--- config.mk ---
export PLATFORM = sky130hd
export DESIGN_NAME = spec_preload_ctrl
export DESIGN_NICKNAME = d
export VERILOG_FILES = /design/src/rtl/spc_pkg.sv /design/src/rtl/spc_seq.sv /design/src/rtl/spc_rsp_reg.sv /design/src/rtl/spec_preload_ctrl.sv
export SDC_FILE = /design/constraint.sdc
export NUM_CORES = 1
export LEC_CHECK = 0
export BUFFER_PORTS_ARGS = -buffer_cell sky130_fd_sc_hd__buf_2
export CAP_MARGIN = 20
export CELL_PAD_IN_SITES_DETAIL_PLACEMENT = 0
export CELL_PAD_IN_SITES_GLOBAL_PLACEMENT = 1
export CORE_MARGIN = 10
export CORE_UTILIZATION = 39
export DETAILED_ROUTE_END_ITERATION = 16
export HOLD_SLACK_MARGIN = 0.05
export PLACE_DENSITY = 0.95
export SKIP_LAST_GASP = 1
export SYNTH_ARGS = -nofsm -noshare
export SYNTH_HDL_FRONTEND = slang
export SYNTH_SLANG_ARGS = --single-unit
export TNS_END_PERCENT = 5
--- constraint.sdc ---
create_clock -name clk -period 3.09 [get_ports clk]
set_input_delay 0.618 -clock clk [delete_from_list [all_inputs] [get_ports clk]]
set_output_delay 0.618 -clock clk [all_outputs]
set_load 0.01 [all_outputs]
--- src/rtl/spc_pkg.sv ---
`timescale 1ns/1ps
// Shared encodings for the speculative preload controller.
// Assumes: verdict codes are fixed by the access checker interface.
package spc_pkg;
    localparam logic [1:0] VK_GRANT = 2'b00;
    localparam logic [1:0] VK_DENY  = 2'b01;
    localparam logic [1:0] VK_REMAP = 2'b10;

    typedef enum logic [2:0] {
        S_IDLE, S_RD_WAIT, S_WR_WAIT, S_ISSUE, S_MEM_WAIT, S_HOLD
    } seq_state_e;
endpackage

--- src/rtl/spc_seq.sv ---
`timescale 1ns/1ps
// Request sequencer: accepts one request, launches check and preload,
// merges the two answers, reissues or writes after the verdict, and
// signals completion to the response register.
// Assumes: check and memory answer each request exactly once, one cycle
// or more after it, and never while nothing is pending.
module spc_seq
    import spc_pkg::*;
#(
    parameter int ADDR_W = 32,
    parameter int DATA_W = 32
) (
    input  logic              clk,
    input  logic              rst_n,
    input  logic              req_valid,
    input  logic              req_write,
    input  logic [ADDR_W-1:0] req_addr,
    input  logic [DATA_W-1:0] req_wdata,
    output logic              req_ready,
    output logic              chk_req_valid,
    output logic [ADDR_W-1:0] chk_req_addr,
    input  logic              chk_rsp_valid,
    input  logic [1:0]        chk_rsp_kind,
    input  logic [ADDR_W-1:0] chk_rsp_paddr,
    output logic              mem_req_valid,
    output logic              mem_req_write,
    output logic [ADDR_W-1:0] mem_req_addr,
    output logic [DATA_W-1:0] mem_req_wdata,
    input  logic              mem_rsp_valid,
    input  logic [DATA_W-1:0] mem_rsp_rdata,
    input  logic              rsp_fire,
    output logic              done,
    output logic              done_fault,
    output logic [DATA_W-1:0] done_data
);
    seq_state_e        state_q, state_d;
    logic              write_q;
    logic [ADDR_W-1:0] addr_q, tgt_q, tgt_d;
    logic [DATA_W-1:0] wdata_q, pre_q;
    logic              chk_got_q, mem_got_q;
    logic [1:0]        kind_q;
    logic              accept, chk_now, mem_now;
    logic [1:0]        kind_now;
    logic [DATA_W-1:0] data_now;

    // Merge answers already held with answers arriving this cycle.
    always_comb begin
        accept   = (state_q == S_IDLE) && req_valid;
        chk_now  = chk_got_q || chk_rsp_valid;
        mem_now  = mem_got_q || mem_rsp_valid;
        kind_now = chk_rsp_valid ? chk_rsp_kind : kind_q;
        data_now = mem_rsp_valid ? mem_rsp_rdata : pre_q;
    end

    // Drive check and memory requests; reads launch both together.
    always_comb begin
        req_ready     = (state_q == S_IDLE);
        chk_req_valid = accept;
        chk_req_addr  = req_addr;
        mem_req_valid = (accept && !req_write) || (state_q == S_ISSUE);
        mem_req_write = (state_q == S_ISSUE) && write_q;
        mem_req_addr  = (state_q == S_ISSUE) ? tgt_q : req_addr;
        mem_req_wdata = wdata_q;
    end

    // Next state and completion decision.
    always_comb begin
        state_d    = state_q;
        tgt_d      = tgt_q;
        done       = 1'b0;
        done_fault = 1'b0;
        done_data  = '0;
        case (state_q)
            S_IDLE: if (accept) state_d = req_write ? S_WR_WAIT : S_RD_WAIT;
            S_RD_WAIT: begin
                if (chk_rsp_valid) tgt_d = chk_rsp_paddr;
                if (chk_now && mem_now) begin
                    if (kind_now == VK_GRANT) begin
                        done      = 1'b1;
                        done_data = data_now;
                        state_d   = S_HOLD;
                    end else if (kind_now == VK_REMAP) begin
                        state_d = S_ISSUE;
                    end else begin
                        done       = 1'b1;
                        done_fault = 1'b1;
                        state_d    = S_HOLD;
                    end
                end
            end
            S_WR_WAIT: if (chk_rsp_valid) begin
                if (chk_rsp_kind == VK_GRANT) begin
                    tgt_d   = addr_q;
                    state_d = S_ISSUE;
                end else if (chk_rsp_kind == VK_REMAP) begin
                    tgt_d   = chk_rsp_paddr;
                    state_d = S_ISSUE;
                end else begin
                    done       = 1'b1;
                    done_fault = 1'b1;
                    state_d    = S_HOLD;
                end
            end
            S_ISSUE: state_d = S_MEM_WAIT;
            S_MEM_WAIT: if (mem_rsp_valid) begin
                done      = 1'b1;
                done_data = write_q ? '0 : mem_rsp_rdata;
                state_d   = S_HOLD;
            end
            S_HOLD: if (rsp_fire) state_d = S_IDLE;
            default: state_d = S_IDLE;
        endcase
    end

    // State, captured request and early answers.
    always_ff @(posedge clk) begin
        if (!rst_n) begin
            state_q   <= S_IDLE;
            write_q   <= 1'b0;
            addr_q    <= '0;
            wdata_q   <= '0;
            tgt_q     <= '0;
            pre_q     <= '0;
            kind_q    <= VK_DENY;
            chk_got_q <= 1'b0;
            mem_got_q <= 1'b0;
        end else begin
            state_q <= state_d;
            tgt_q   <= tgt_d;
            if (accept) begin
                write_q   <= req_write;
                addr_q    <= req_addr;
                wdata_q   <= req_wdata;
                chk_got_q <= 1'b0;
                mem_got_q <= 1'b0;
            end else if (state_q == S_RD_WAIT) begin
                if (chk_rsp_valid) begin
                    chk_got_q <= 1'b1;
                    kind_q    <= chk_rsp_kind;
                end
                if (mem_rsp_valid) begin
                    mem_got_q <= 1'b1;
                    pre_q     <= mem_rsp_rdata;
                end
            end
        end
    end

    // a read's preload goes out with its check, at the same address.
    a_r1_preload_with_check: assert property (@(posedge clk) disable iff (!rst_n)
        (chk_req_valid && !req_write) |-> (mem_req_valid && !mem_req_write && mem_req_addr == chk_req_addr));
    // a memory write never coincides with the start of its own check.
    a_r6_write_after_check: assert property (@(posedge clk) disable iff (!rst_n)
        (mem_req_valid && mem_req_write) |-> !chk_req_valid);
    // memory requests are single pulses; never two back to back.
    a_r7_single_mem_pulse: assert property (@(posedge clk) disable iff (!rst_n)
        mem_req_valid |=> !mem_req_valid);
    // a check request is never followed by another in the next cycle.
    a_r7_single_chk_pulse: assert property (@(posedge clk) disable iff (!rst_n)
        chk_req_valid |=> !chk_req_valid);
endmodule

--- src/rtl/spc_rsp_reg.sv ---
`timescale 1ns/1ps
// Response register: loads a completion, holds it until the requester
// takes it.
// Assumes: load never arrives while a response is still held.
module spc_rsp_reg #(
    parameter int DATA_W = 32
) (
    input  logic              clk,
    input  logic              rst_n,
    input  logic              load,
    input  logic              load_fault,
    input  logic [DATA_W-1:0] load_data,
    input  logic              rsp_ready,
    output logic              rsp_valid,
    output logic              rsp_fault,
    output logic [DATA_W-1:0] rsp_rdata
);
    // Capture a completion; clear once it is handed over.
    always_ff @(posedge clk) begin
        if (!rst_n) begin
            rsp_valid <= 1'b0;
            rsp_fault <= 1'b0;
            rsp_rdata <= '0;
        end else if (load) begin
            rsp_valid <= 1'b1;
            rsp_fault <= load_fault;
            rsp_rdata <= load_fault ? '0 : load_data;
        end else if (rsp_valid && rsp_ready) begin
            rsp_valid <= 1'b0;
        end
    end

    // a stalled response keeps every field.
    a_r8_hold_stable: assert property (@(posedge clk) disable iff (!rst_n)
        (rsp_valid && !rsp_ready) |=> (rsp_valid && $stable(rsp_fault) && $stable(rsp_rdata)));
    // a faulting response carries no data.
    a_r3_fault_no_data: assert property (@(posedge clk) disable iff (!rst_n)
        (rsp_valid && rsp_fault) |-> (rsp_rdata == '0));
endmodule

--- src/rtl/spec_preload_ctrl.sv ---
`timescale 1ns/1ps
// Top: speculative identity preload controller. Reads fetch at the
// virtual address while the access check runs; the verdict commits,
// drops or reissues the fetch. Writes wait for the verdict.
// Assumes: one outstanding request; check and memory ports always accept.
module spec_preload_ctrl #(
    parameter int ADDR_W = 32,
    parameter int DATA_W = 32
) (
    input  logic              clk,
    input  logic              rst_n,
    input  logic              req_valid,
    output logic              req_ready,
    input  logic              req_write,
    input  logic [ADDR_W-1:0] req_addr,
    input  logic [DATA_W-1:0] req_wdata,
    output logic              rsp_valid,
    input  logic              rsp_ready,
    output logic              rsp_fault,
    output logic [DATA_W-1:0] rsp_rdata,
    output logic              chk_req_valid,
    output logic [ADDR_W-1:0] chk_req_addr,
    input  logic              chk_rsp_valid,
    input  logic [1:0]        chk_rsp_kind,
    input  logic [ADDR_W-1:0] chk_rsp_paddr,
    output logic              mem_req_valid,
    output logic              mem_req_write,
    output logic [ADDR_W-1:0] mem_req_addr,
    output logic [DATA_W-1:0] mem_req_wdata,
    input  logic              mem_rsp_valid,
    input  logic [DATA_W-1:0] mem_rsp_rdata
);
    logic              done, done_fault, rsp_fire;
    logic [DATA_W-1:0] done_data;

    // Handover of the held response.
    always_comb rsp_fire = rsp_valid && rsp_ready;

    spc_seq #(.ADDR_W(ADDR_W), .DATA_W(DATA_W)) seq_i (
        .clk(clk), .rst_n(rst_n),
        .req_valid(req_valid), .req_write(req_write), .req_addr(req_addr),
        .req_wdata(req_wdata), .req_ready(req_ready),
        .chk_req_valid(chk_req_valid), .chk_req_addr(chk_req_addr),
        .chk_rsp_valid(chk_rsp_valid), .chk_rsp_kind(chk_rsp_kind),
        .chk_rsp_paddr(chk_rsp_paddr),
        .mem_req_valid(mem_req_valid), .mem_req_write(mem_req_write),
        .mem_req_addr(mem_req_addr), .mem_req_wdata(mem_req_wdata),
        .mem_rsp_valid(mem_rsp_valid), .mem_rsp_rdata(mem_rsp_rdata),
        .rsp_fire(rsp_fire), .done(done), .done_fault(done_fault),
        .done_data(done_data)
    );

    spc_rsp_reg #(.DATA_W(DATA_W)) rsp_i (
        .clk(clk), .rst_n(rst_n),
        .load(done), .load_fault(done_fault), .load_data(done_data),
        .rsp_ready(rsp_ready), .rsp_valid(rsp_valid),
        .rsp_fault(rsp_fault), .rsp_rdata(rsp_rdata)
    );

    // no new request is taken while a response is waiting.
    a_r7_no_accept_while_held: assert property (@(posedge clk) disable iff (!rst_n)
        rsp_valid |-> !req_ready);
endmodule

==> out/results.tsv <==
metric	value	unit
outcome	complete, no violations	
Final TNS setup	0	ns
clk slew on worst S/H paths	0.07	ns
routability cong.	0.8039	
Slew Limit Fails	0	
Post-layout nets	1166	
Via density	5.188	
Layout area overhead	25.17	%
Via Count	6620	
global-route wire length before repair	33860	um
PwrDens	710.7	mW/mm2
Seq cells post-synth	170	
FF-to-FF End	seq_i.tgt_q[20]	
critical path data required time	2.47	ns
Max-Cap Viols	0	
Slew @ Worst Pin	0.8498	ns
largest net degree at the start of global routing	66	
CTS tree	yes	
core area	0.01858	mm2
GRT Overall Usage	0.1696	
synthesized area per cell	8.883	um2
Clock Tree Buf Depth	2	
ys async rst share	0	
WHS Path Cells	3	
Seq/Total Area, Yosys	0.4644	
share of layout cells above drive strength 1	0.3567	
Worst R2R Setup Slack	0.83	ns
CP endpoint kind	output pin	
Yosys top cell area share	0.4644	
Reg2Reg Launch Point	seq_i.state_q[1]	
CP Class	register to output pin	
Rows	50	
area leader, netlist	dfxtp_1	
Clock Root Buffer	clkbuf_16	
Ys Warns	0	
hold buffer count at CTS	0	
FF-to-FF path depth	6	
First DRT Iteration DRCs	316	
CTS HTree Levels	4	
CTS Buf Count	17	
1st-pass router iterations	5	
clock sinks	170	
EDFF count, synth	0	
Crit-path slowest cell	dfxtp_1	
combinational share of power	0.234	
Slew HR	0.4331	
final setup violation count	0	
Sw Ratio	0.3172	
worst hold path type	input port to register	
I/O Buffers	270	
WL final	21920	um
grt ovf	0	
area of the die	0.02467	mm2
hpwl dp	15410	um
WL/cell	17.18	um
Period minus WS final	2.743	ns
top cells by area, synth	dfxtp_1 (46%), nand2_1 (7.1%), nor2_1 (6.8%), mux2_2 (4.9%), a21oi_1 (4.8%)	
vias in the first global route	6340	
Fill cells	1805	
Sw Pwr	2068	uW
max incr delay on CP	0.61	ns
Final period util	0.8875	
Worst Setup Start Kind	register	
RSZ-0062 raised after global routing	no	
Peak VDD IR	0.4217	mV
Die H	157.1	um
P_int	4451	uW
Die Wd	157.1	um
crit-path cells	nand3b_1, buf_4, mux2_2, buf_2	
Clock Skews	0.01188	ns
CP top delay family	flip-flops	
Clock Power Share	0.340	
CP max FO	34	
initial antenna violation count	2	
drt drc	0	
maximum clock frequency	0.3646	GHz
placed insts	1244	
Ports	271	
Final ANT Viol Nets	0	
effective utilization at floorplan	0.3944	
Worst Hold End	seq_i.tgt_q[21]	
setup bufs post-CTS	0	
CTS resizes	0	
Main synth FF type	dfxtp_1	
Hold Crit Start	chk_rsp_paddr[21]	
Cells after Synth	825	
unique cell type count in the Yosys netlist	45	
worst path bufs/invs	2	
mapped cell area	0.007328	mm2
worst skew pair latency	0.42	ns
Sequential Power Share	0.426	
Pleak	0.004070	uW
data arrival time of the critical path	2.12	ns
post-route insts no fill	1276	
Post-Syn Nets	962	
Hold Fails Final Rpt	0	
registers in the layout, summed over array words and instances, names as in the netlist:
name	cells
seq_i.mem_got_q	1
rsp_i.rsp_valid	1
seq_i.addr_q	32
seq_i.chk_got_q	1
seq_i.write_q	1
seq_i.pre_q	32
rsp_i.rsp_fault	1
seq_i.tgt_q	32
seq_i.kind_q	2
rsp_i.rsp_rdata	32
seq_i.state_q	3
seq_i.mem_req_wdata	32
power groups by stage:
stage                     logic, uW  clock network [uW]  registers (uW)
after CTS                      1550                2280            2770
after global placement         1520                   0            2810
after detailed placement       1550                   0            2820
after global routing           1710                2370            2820
after floorplan                1060                   0            2790
final                          1520                2220            2780
worst max path at each step:
stage	end	from	cells after the start	slack (ns)
global route	mem_req_addr[30]	seq_i.state_q[2]	4	0.23
CTS	mem_req_addr[2]	seq_i.state_q[2]	4	0.34
floorplan	mem_req_valid	seq_i.state_q[2]	6	0.95
detailed placement	seq_i.tgt_q[20]	chk_rsp_kind[0]	6	0.78
finish	mem_req_addr[2]	seq_i.state_q[2]	4	0.35
global placement	seq_i.tgt_q[20]	chk_rsp_kind[0]	6	0.77
Yosys cell counts, drive strengths merged (2+ instances only):
cell / n
dfxtp: 170
nand2: 138
nor2: 133
a21oi: 71
buf: 70
mux2i: 35
a211oi: 33
a221o: 33
mux2: 32
o221ai: 32
clkbuf: 31
inv: 4
nand2b: 4
nand3: 4
nor3: 3
nor3b: 3
o21ai: 3
nand3b: 2
nand4b: 2
nor2b: 2
o21bai: 2
o31ai: 2
worst min-delay path, stage by stage:
cell	delay (ns)
buf_2	0.07
nor2_1	0.03
nor2_1	0.08
routing by layer:
metal  wire (um)  part of all wire  global-route usage
met2       10440              0.48              0.2861
met5           0                 0                   0
met4         248             0.011             0.04586
met3        2063             0.094             0.06687
met1        9173              0.42              0.1958
cells in the final DEF (no fill, tap or decap), drive strengths merged, types with 2 or more instances in the layout:
master,n
nor3b,3
nand3,4
a211oi,33
o221ai,32
bufinv,3
a221o,33
nand3b,2
nor3,3
nand2,138
inv,10
o31ai,2
nor2b,2
o21bai,2
buf,286
dfxtp,170
diode,2
nand4b,2
nor2,133
clkinv,4
nand2b,4
mux2,32
a21oi,71
clkbuf,17
mux2i,35
o21ai,3
metrics by stage:
step / power (uW) / utilization / instance area, um2 / hold WS [ns] / setup WS, ns
after detailed placement: 4369 / 0.4607 / 8561 / 0.4451 / 0.7847
final: 6519 / 0.4937 / 9173 / 0.4176 / 0.3475
after global placement: 4327 / 0.4607 / 8561 / 0.4389 / 0.7736
after floorplan: 3850 / - / 7328 / 0.4362 / 0.9522
after global routing: 6899 / 0.4935 / 9170 / 0.3974 / 0.2317
after CTS: 6609 / 0.4934 / 9168 / 0.3973 / 0.3358
area by class of cell:
type                       instances  area (um2)  share of cell area
clock buffer                      17       425.4             0.04638
inverter                           4       16.27            0.001773
timing repair buffer             286        1471              0.1604
antenna                            2       5.005           0.0005456
tap                              234       292.8             0.03192
clock inverter                    13       181.4             0.01978
multi-input combinational        550        3377              0.3682
sequential                       170        3403              0.3710
cells by family (layout without fill, tap and decap cells):
logic type	count (synthesis)	count (layout)	synth area share
AND/OR/NAND/NOR	296	296	0.1624
AO/OA/AOI/OAI	187	187	0.1967
flip-flops	170	170	0.4644
buffers and inverters	105	320	0.07956
multiplexers	67	67	0.09698
other	0	2	0
Power figures use the tool's default switching activity.
